File: src/rtl/lps_pkg.sv
`timescale 1ns/1ps
package lps_pkg;

    localparam int unsigned LPS_MAX_ENTRY = 1384;

    typedef enum logic [2:0] {
        ST_NORMAL    = 3'd0,
        ST_STOPGRANT = 3'd1,
        ST_SNOOP     = 3'd2,
        ST_SLEEP     = 3'd3,
        ST_DEEP      = 3'd4
    } lps_state_e;

    typedef enum logic [1:0] {
        PH_IDLE = 2'd0,
        PH_ACK  = 2'd1,
        PH_WAIT = 2'd2
    } entry_phase_e;

    typedef struct packed {
        lps_state_e   state;
        entry_phase_e phase;
    } lps_ctrl_t;

    function automatic int unsigned cnt_width(input int unsigned n);
        return (n < 2) ? 1 : $clog2(n + 1);
    endfunction

    function automatic logic is_stopped(input lps_state_e s);
        return (s == ST_STOPGRANT) || (s == ST_SNOOP);
    endfunction

endpackage

File: src/rtl/lps_delay_cnt.sv
`timescale 1ns/1ps
module lps_delay_cnt #(
    parameter int unsigned LEN = 4
) (
    input  logic clk,
    input  logic rst,
    input  logic start,
    input  logic abort,
    output logic busy,
    output logic done
);
    localparam int unsigned W = lps_pkg::cnt_width(LEN);
    localparam logic [W-1:0] LOAD = W'(LEN);

    logic [W-1:0] cnt_q;

    always_ff @(posedge clk) begin
        if (rst || abort)      cnt_q <= '0;
        else if (start)        cnt_q <= LOAD;
        else if (cnt_q != '0)  cnt_q <= cnt_q - 1'b1;
    end

    assign busy = (cnt_q != '0);
    assign done = (cnt_q == W'(1));

    // a count never rises except on a load
    p_cnt_down_r10: assert property (@(posedge clk) disable iff (rst)
        (!start && !abort && busy) |=> (cnt_q < $past(cnt_q)));
endmodule

File: src/rtl/lps_seq_mon.sv
`timescale 1ns/1ps
module lps_seq_mon (
    input  logic clk,
    input  logic rst,
    input  logic sys_rst_n,
    input  logic clkstop_req_n,
    input  logic dsleep_req_n,
    input  logic dreset_req_n,
    output logic seq_err
);
    logic rst_seen_q;
    logic err_q;
    logic release_edge;
    logic any_req;

    assign release_edge = sys_rst_n && !rst_seen_q;
    assign any_req      = !clkstop_req_n || !dsleep_req_n || !dreset_req_n;

    always_ff @(posedge clk) begin
        if (rst) begin
            rst_seen_q <= 1'b1;
            err_q      <= 1'b0;
        end else begin
            rst_seen_q <= sys_rst_n;
            if (release_edge && any_req) err_q <= 1'b1;
        end
    end

    assign seq_err = err_q;

    // flag is sticky
    p_err_sticky_r12: assert property (@(posedge clk) disable iff (rst)
        seq_err |=> seq_err);
    // a bad release is always caught
    p_bad_release_r12: assert property (@(posedge clk) disable iff (rst)
        (sys_rst_n && !$past(sys_rst_n) &&
         (!clkstop_req_n || !dsleep_req_n || !dreset_req_n)) |=> seq_err);
endmodule

File: src/rtl/lps_ctrl.sv
`timescale 1ns/1ps
module lps_ctrl #(
    parameter int unsigned ENTRY_CYC   = 6,
    parameter int unsigned RESTART_CYC = 5
) (
    input  logic       clk,
    input  logic       rst,
    input  logic       sys_rst_n,
    input  logic       clkstop_req_n,
    input  logic       dsleep_req_n,
    input  logic       dreset_req_n,
    input  logic       sleep_req,
    input  logic       ack_done,
    input  logic       snoop_req,
    input  logic       intr_req,
    input  logic       snoop_done,
    input  logic       intr_latched,
    output logic [2:0] lp_state,
    output logic       stop_ack,
    output logic       clk_stop_ok,
    output logic       seq_err
);
    import lps_pkg::*;

    localparam int unsigned WW = cnt_width(LPS_MAX_ENTRY + 1);

    lps_ctrl_t cur_q, nxt;
    logic entry_start, entry_abort, entry_busy, entry_done;
    logic rs_start, rs_abort, rs_busy, rs_done;

    lps_delay_cnt #(.LEN(ENTRY_CYC)) u_entry (
        .clk(clk), .rst(rst), .start(entry_start), .abort(entry_abort),
        .busy(entry_busy), .done(entry_done));

    lps_delay_cnt #(.LEN(RESTART_CYC)) u_restart (
        .clk(clk), .rst(rst), .start(rs_start), .abort(rs_abort),
        .busy(rs_busy), .done(rs_done));

    lps_seq_mon u_seq (
        .clk(clk), .rst(rst), .sys_rst_n(sys_rst_n),
        .clkstop_req_n(clkstop_req_n), .dsleep_req_n(dsleep_req_n),
        .dreset_req_n(dreset_req_n), .seq_err(seq_err));

    always_comb begin
        nxt         = cur_q;
        entry_start = 1'b0;
        entry_abort = 1'b0;
        rs_start    = 1'b0;
        rs_abort    = 1'b0;
        if (!sys_rst_n) begin
            nxt.phase   = PH_IDLE;
            entry_abort = 1'b1;
            rs_abort    = 1'b1;
            nxt.state   = is_stopped(cur_q.state) ? ST_STOPGRANT : ST_NORMAL;
        end else begin
            unique case (cur_q.state)
                ST_NORMAL: begin
                    unique case (cur_q.phase)
                        PH_IDLE: if (!clkstop_req_n) nxt.phase = PH_ACK;
                        PH_ACK: begin
                            if (clkstop_req_n) nxt.phase = PH_IDLE;
                            else if (ack_done) begin
                                nxt.phase   = PH_WAIT;
                                entry_start = 1'b1;
                            end
                        end
                        PH_WAIT: begin
                            if (clkstop_req_n) begin
                                nxt.phase   = PH_IDLE;
                                entry_abort = 1'b1;
                            end else if (entry_done) begin
                                nxt.state = ST_STOPGRANT;
                                nxt.phase = PH_IDLE;
                            end
                        end
                        default: nxt.phase = PH_IDLE;
                    endcase
                end
                ST_STOPGRANT: begin
                    if (snoop_req || intr_req) nxt.state = ST_SNOOP;
                    else if (clkstop_req_n)    nxt.state = ST_NORMAL;
                    else if (sleep_req)        nxt.state = ST_SLEEP;
                end
                ST_SNOOP: begin
                    if (snoop_done || intr_latched) nxt.state = ST_STOPGRANT;
                end
                ST_SLEEP: begin
                    if (!dsleep_req_n)  nxt.state = ST_DEEP;
                    else if (!sleep_req) nxt.state = ST_STOPGRANT;
                end
                ST_DEEP: begin
                    if (!rs_busy) begin
                        if (dsleep_req_n) rs_start = 1'b1;
                    end else if (!dsleep_req_n) begin
                        rs_abort = 1'b1;
                    end else if (rs_done) begin
                        nxt.state = ST_SLEEP;
                    end
                end
                default: nxt.state = ST_NORMAL;
            endcase
        end
    end

    always_ff @(posedge clk) begin
        if (rst) begin
            cur_q.state <= ST_NORMAL;
            cur_q.phase <= PH_IDLE;
        end else begin
            cur_q <= nxt;
        end
    end

    assign lp_state    = cur_q.state;
    assign stop_ack    = (cur_q.phase == PH_ACK);
    assign clk_stop_ok = (cur_q.state == ST_DEEP) && !rs_busy;

    // entry latency bound, tracked by a counter rather than a long delay
    logic [WW-1:0] wait_cnt_q;
    always_ff @(posedge clk) begin
        if (rst || cur_q.phase != PH_WAIT) wait_cnt_q <= '0;
        else if (wait_cnt_q != '1)         wait_cnt_q <= wait_cnt_q + 1'b1;
    end
    p_entry_bound_r3: assert property (@(posedge clk) disable iff (rst)
        wait_cnt_q <= WW'(LPS_MAX_ENTRY));
    p_wait_counts_r3: assert property (@(posedge clk) disable iff (rst)
        (cur_q.phase == PH_WAIT) |-> entry_busy);
    // acknowledge only from Normal
    p_ack_normal_r2: assert property (@(posedge clk) disable iff (rst)
        stop_ack |-> (lp_state == 3'd0));
    // snoop detour holds until serviced
    p_snoop_hold_r6: assert property (@(posedge clk) disable iff (rst)
        (lp_state == 3'd2 && sys_rst_n && !snoop_done && !intr_latched)
        |=> (lp_state == 3'd2));
    // Deep Sleep is only reached from Sleep
    p_deep_from_sleep_r8: assert property (@(posedge clk) disable iff (rst)
        (lp_state != 3'd4) |=> (lp_state != 3'd4) || ($past(lp_state) == 3'd3));
    // clock-stop permit follows deep-sleep entry
    p_stop_ok_r9: assert property (@(posedge clk) disable iff (rst)
        (lp_state == 3'd3 && !dsleep_req_n && sys_rst_n) |=> clk_stop_ok);
    // stopped core stays stopped under platform reset
    p_rst_keeps_sg_r11: assert property (@(posedge clk) disable iff (rst)
        (!sys_rst_n && (lp_state == 3'd1 || lp_state == 3'd2)) |=> (lp_state == 3'd1));
endmodule

File: config.mk
export PLATFORM = sky130hd
export DESIGN_NAME = lps_ctrl
export DESIGN_NICKNAME = d
export VERILOG_FILES = /design/src/rtl/lps_pkg.sv /design/src/rtl/lps_delay_cnt.sv /design/src/rtl/lps_seq_mon.sv /design/src/rtl/lps_ctrl.sv
export SDC_FILE = /design/constraint.sdc
export NUM_CORES = 1
export LEC_CHECK = 0
export ABC_AREA = 1
export BUFFER_PORTS_ARGS = -buffer_cell sky130_fd_sc_hd__buf_4
export CORE_MARGIN = 2
export CORE_UTILIZATION = 50
export CTS_CLUSTER_DIAMETER = 50
export DETAILED_ROUTE_END_ITERATION = 10
export GPL_TIMING_DRIVEN = 1
export PLACE_DENSITY = 0.8
export REMOVE_ABC_BUFFERS = 1
export SLEW_MARGIN = 20
export SYNTH_ARGS = -nofsm -noshare
export SYNTH_HDL_FRONTEND = slang
export SYNTH_SLANG_ARGS = --single-unit
File: constraint.sdc
create_clock -name clk -period 1.6 [get_ports clk]
set_input_delay 0.08 -clock clk [delete_from_list [all_inputs] [get_ports clk]]
set_output_delay 0.08 -clock clk [all_outputs]
set_load 0.005 [all_outputs]
==> metrics <==
post-synthesis instance total=134; total grt overflow=0; Max-Cap Viols=0; die area=between 2000 and 2500 µm²; Clock power frac=0.283; setup violators final=0; Startpoint Class=flip-flop; fin area=993 µm²; maximum vdd drop=~550 µV; commonest cells after routing, fill and taps aside=nor2_1, nand2_1, inv_1; Pwr Density=738 nW/µm²; share of cells above drive strength 1=0.183; number of gates resized after CTS=0; Cell Area, Placed=957 µm²; cts hold-fix bufs=1; worst-case clock buffer depth=2; Max Slew Vio Count=0; Core ar.=1540 µm²; CP bufs+invs=2; First-pass DRT Iterations=4; CTS tree=built; largest net degree at the start of global routing=8; ANT cells=0; Slew @ Worst Pin=0.326 ns; CP max FO=6; Tmin final=1.40 ns; DR vias=858; CP max stage delay=around 0.33 ns; Routed WL=1740 µm; sw frac=0.305; pre-CTS setup slack=around 0.28 ns; Ys Warns=0; Finished Layout Cells=169; post-route setup TNS=0 ns; critical path class=flip-flop to output pin; sequential area share after synthesis=0.313; Leak=approximately 0.47 nW; Detail Route Antenna Nets=0; Critical-path top delay cell=dfxtp_1; final hold violations=0; FP Rows=14; RSZ-0062 raised after global routing=no; gr usage total=0.194; Clock transition at path regs=0.08 ns; port buffer count=17; post-detail-place hpwl=roughly 1400 µm; clk_lat worst skew=0.28 ns; drt wl/cell=10.3 µm; initial antenna violation count=0; Area Overhead vs Synth=19.4%; P_sw=0.224 mW; RD Place Congestion=0.881; final critical-path share of the clock period=0.878; Post-CTS Repair Setup Buffers=0; placed cell count=164; #FFs+latches synth=13; Max Clk Rate=between 700 and 800 MHz; Tightest Hold Check Type=input port to flip-flop; synth unique cells=20; max_slew headroom=0.780; die width=44.8 µm; Clock Skews=0.00130 ns; initial drt markers=24; Die Ht=44.8 µm; outcome=completed; H-tree depth=1; CTS Buf Count=3; vias in the first global route=746; critical path cell sequence=inv_1 -> ha_1 -> nand2_1 -> nor2_1 -> buf_4; number of top-level pins=18; Avg Cell Area, Syn=6.21 µm²; Logic pwr share=0.236; internal power=0.509 mW; Cell Area, Synth=832 µm²; CTS Root Buffer Type=clkbuf_4; Seq pwr share=0.481; first-pass GRT wire length=2820 µm; Crit. End Element=output pin; CTS Sinks=13; Starting Density=0.540; Vias/cell=5.08; # DRC=0; Tot Pwr=0.733 mW; crit path DAT=1.32 ns; min setup slack post-route=0.195 ns; Req. time, crit path=1.52 ns; final net count=~170; delay-heaviest family, CP=flip-flops; most common cell after layout, fill and taps aside=nor2_1
==> layout make-up <==
cell class                 count  area [µm²]
clock buffer                   4        26.3
tap                           16        20.0
timing repair buffer          18         138
inverter                      21        78.8
fill                         155         548
multi-input combinational     97         470
sequential                    13         260
==> cell families (layout without fill, tap and decap cells) <==
| family | Yosys count | after routing | share of synthesized area |
|---|---|---|---|
| flops | 13 | 13 | 0.313 |
| compound gates | 20 | 20 | 0.126 |
| fa+ha+maj | 3 | 3 | 0.0451 |
| simple gates | 73 | 73 | 0.383 |
| buf+inv | 24 | 43 | 0.122 |
| xor+xnor | 1 | 1 | 0.0105 |
==> synth_stat cells, drive strengths merged <==
master / number / area (µm²)
a21oi: 12 / 60.1
buf: 3 / 22.5
dfxtp: 13 / 260
ha: 3 / 37.5
inv: 21 / 78.8
nand2: 28 / 110
nand3: 8 / 40.0
nand3b: 1 / 7.51
nor2: 31 / 129
nor3: 4 / 25.0
nor3b: 1 / 7.51
o211ai: 1 / 7.51
o21a: 1 / 7.51
o21ai: 6 / 30.0
xor2: 1 / 8.76
==> registers in the layout, summed over array words and instances (netlist names) <==
name,flops
lp_state,3
u_entry.cnt_q,3
u_restart.cnt_q,3
cur_q,2
u_seq.rst_seen_q,1
u_seq.seq_err,1
==> metrics by stage <==
stage | util | hold slack (ns)
2_1_floorplan | - | 0.149
3_3_place_gp | 0.621 | 0.272
3_5_place_dp | 0.621 | 0.273
4_1_cts | 0.644 | 0.0796
5_1_grt | 0.644 | 0.103
6_report | 0.644 | 0.0792
==> metal layers <==
metal	global-route usage	wire, µm
met4	0.124	57
met2	0.359	876
met5	0	0
met1	0.205	701
met3	0.0240	104
==> final timing paths <==
check	startpoint	endpoint	slack, ns	cells after the start
worst max-delay path	u_restart.cnt_q[0]	clk_stop_ok	0.20	5
worst min-delay path	sys_rst_n	u_seq.rst_seen_q	0.08	3
worst max register to register	u_restart.cnt_q[0]	lp_state[0]	0.25	11
worst min register to register	u_seq.seq_err	u_seq.seq_err	0.49	2
==> power groups by stage <==
stage | registers (mW) | clock network [mW] | logic, mW
after floorplan | 0.359 | 0 | 0.105
after global placement | 0.360 | 0 | 0.165
after detailed placement | 0.360 | 0 | 0.168
after CTS | 0.353 | 0.213 | 0.173
after global routing | 0.356 | 0.224 | 0.194
final | 0.353 | 0.207 | 0.173
==> worst reg2reg max path, stage by stage, from the launching register on <==
cell and delay, ns:
dfxtp_1 0.33, inv_1 0.08, ha_1 0.21, nor2_1 0.13, nand2_1 0.07, nand3_1 0.10, nand2_1 0.06, inv_1 0.06
nand2_2 0.07, nand2_1 0.06, nand2_1 0.04, nor2_1 0.08
(Power assumes the default switching activity.)
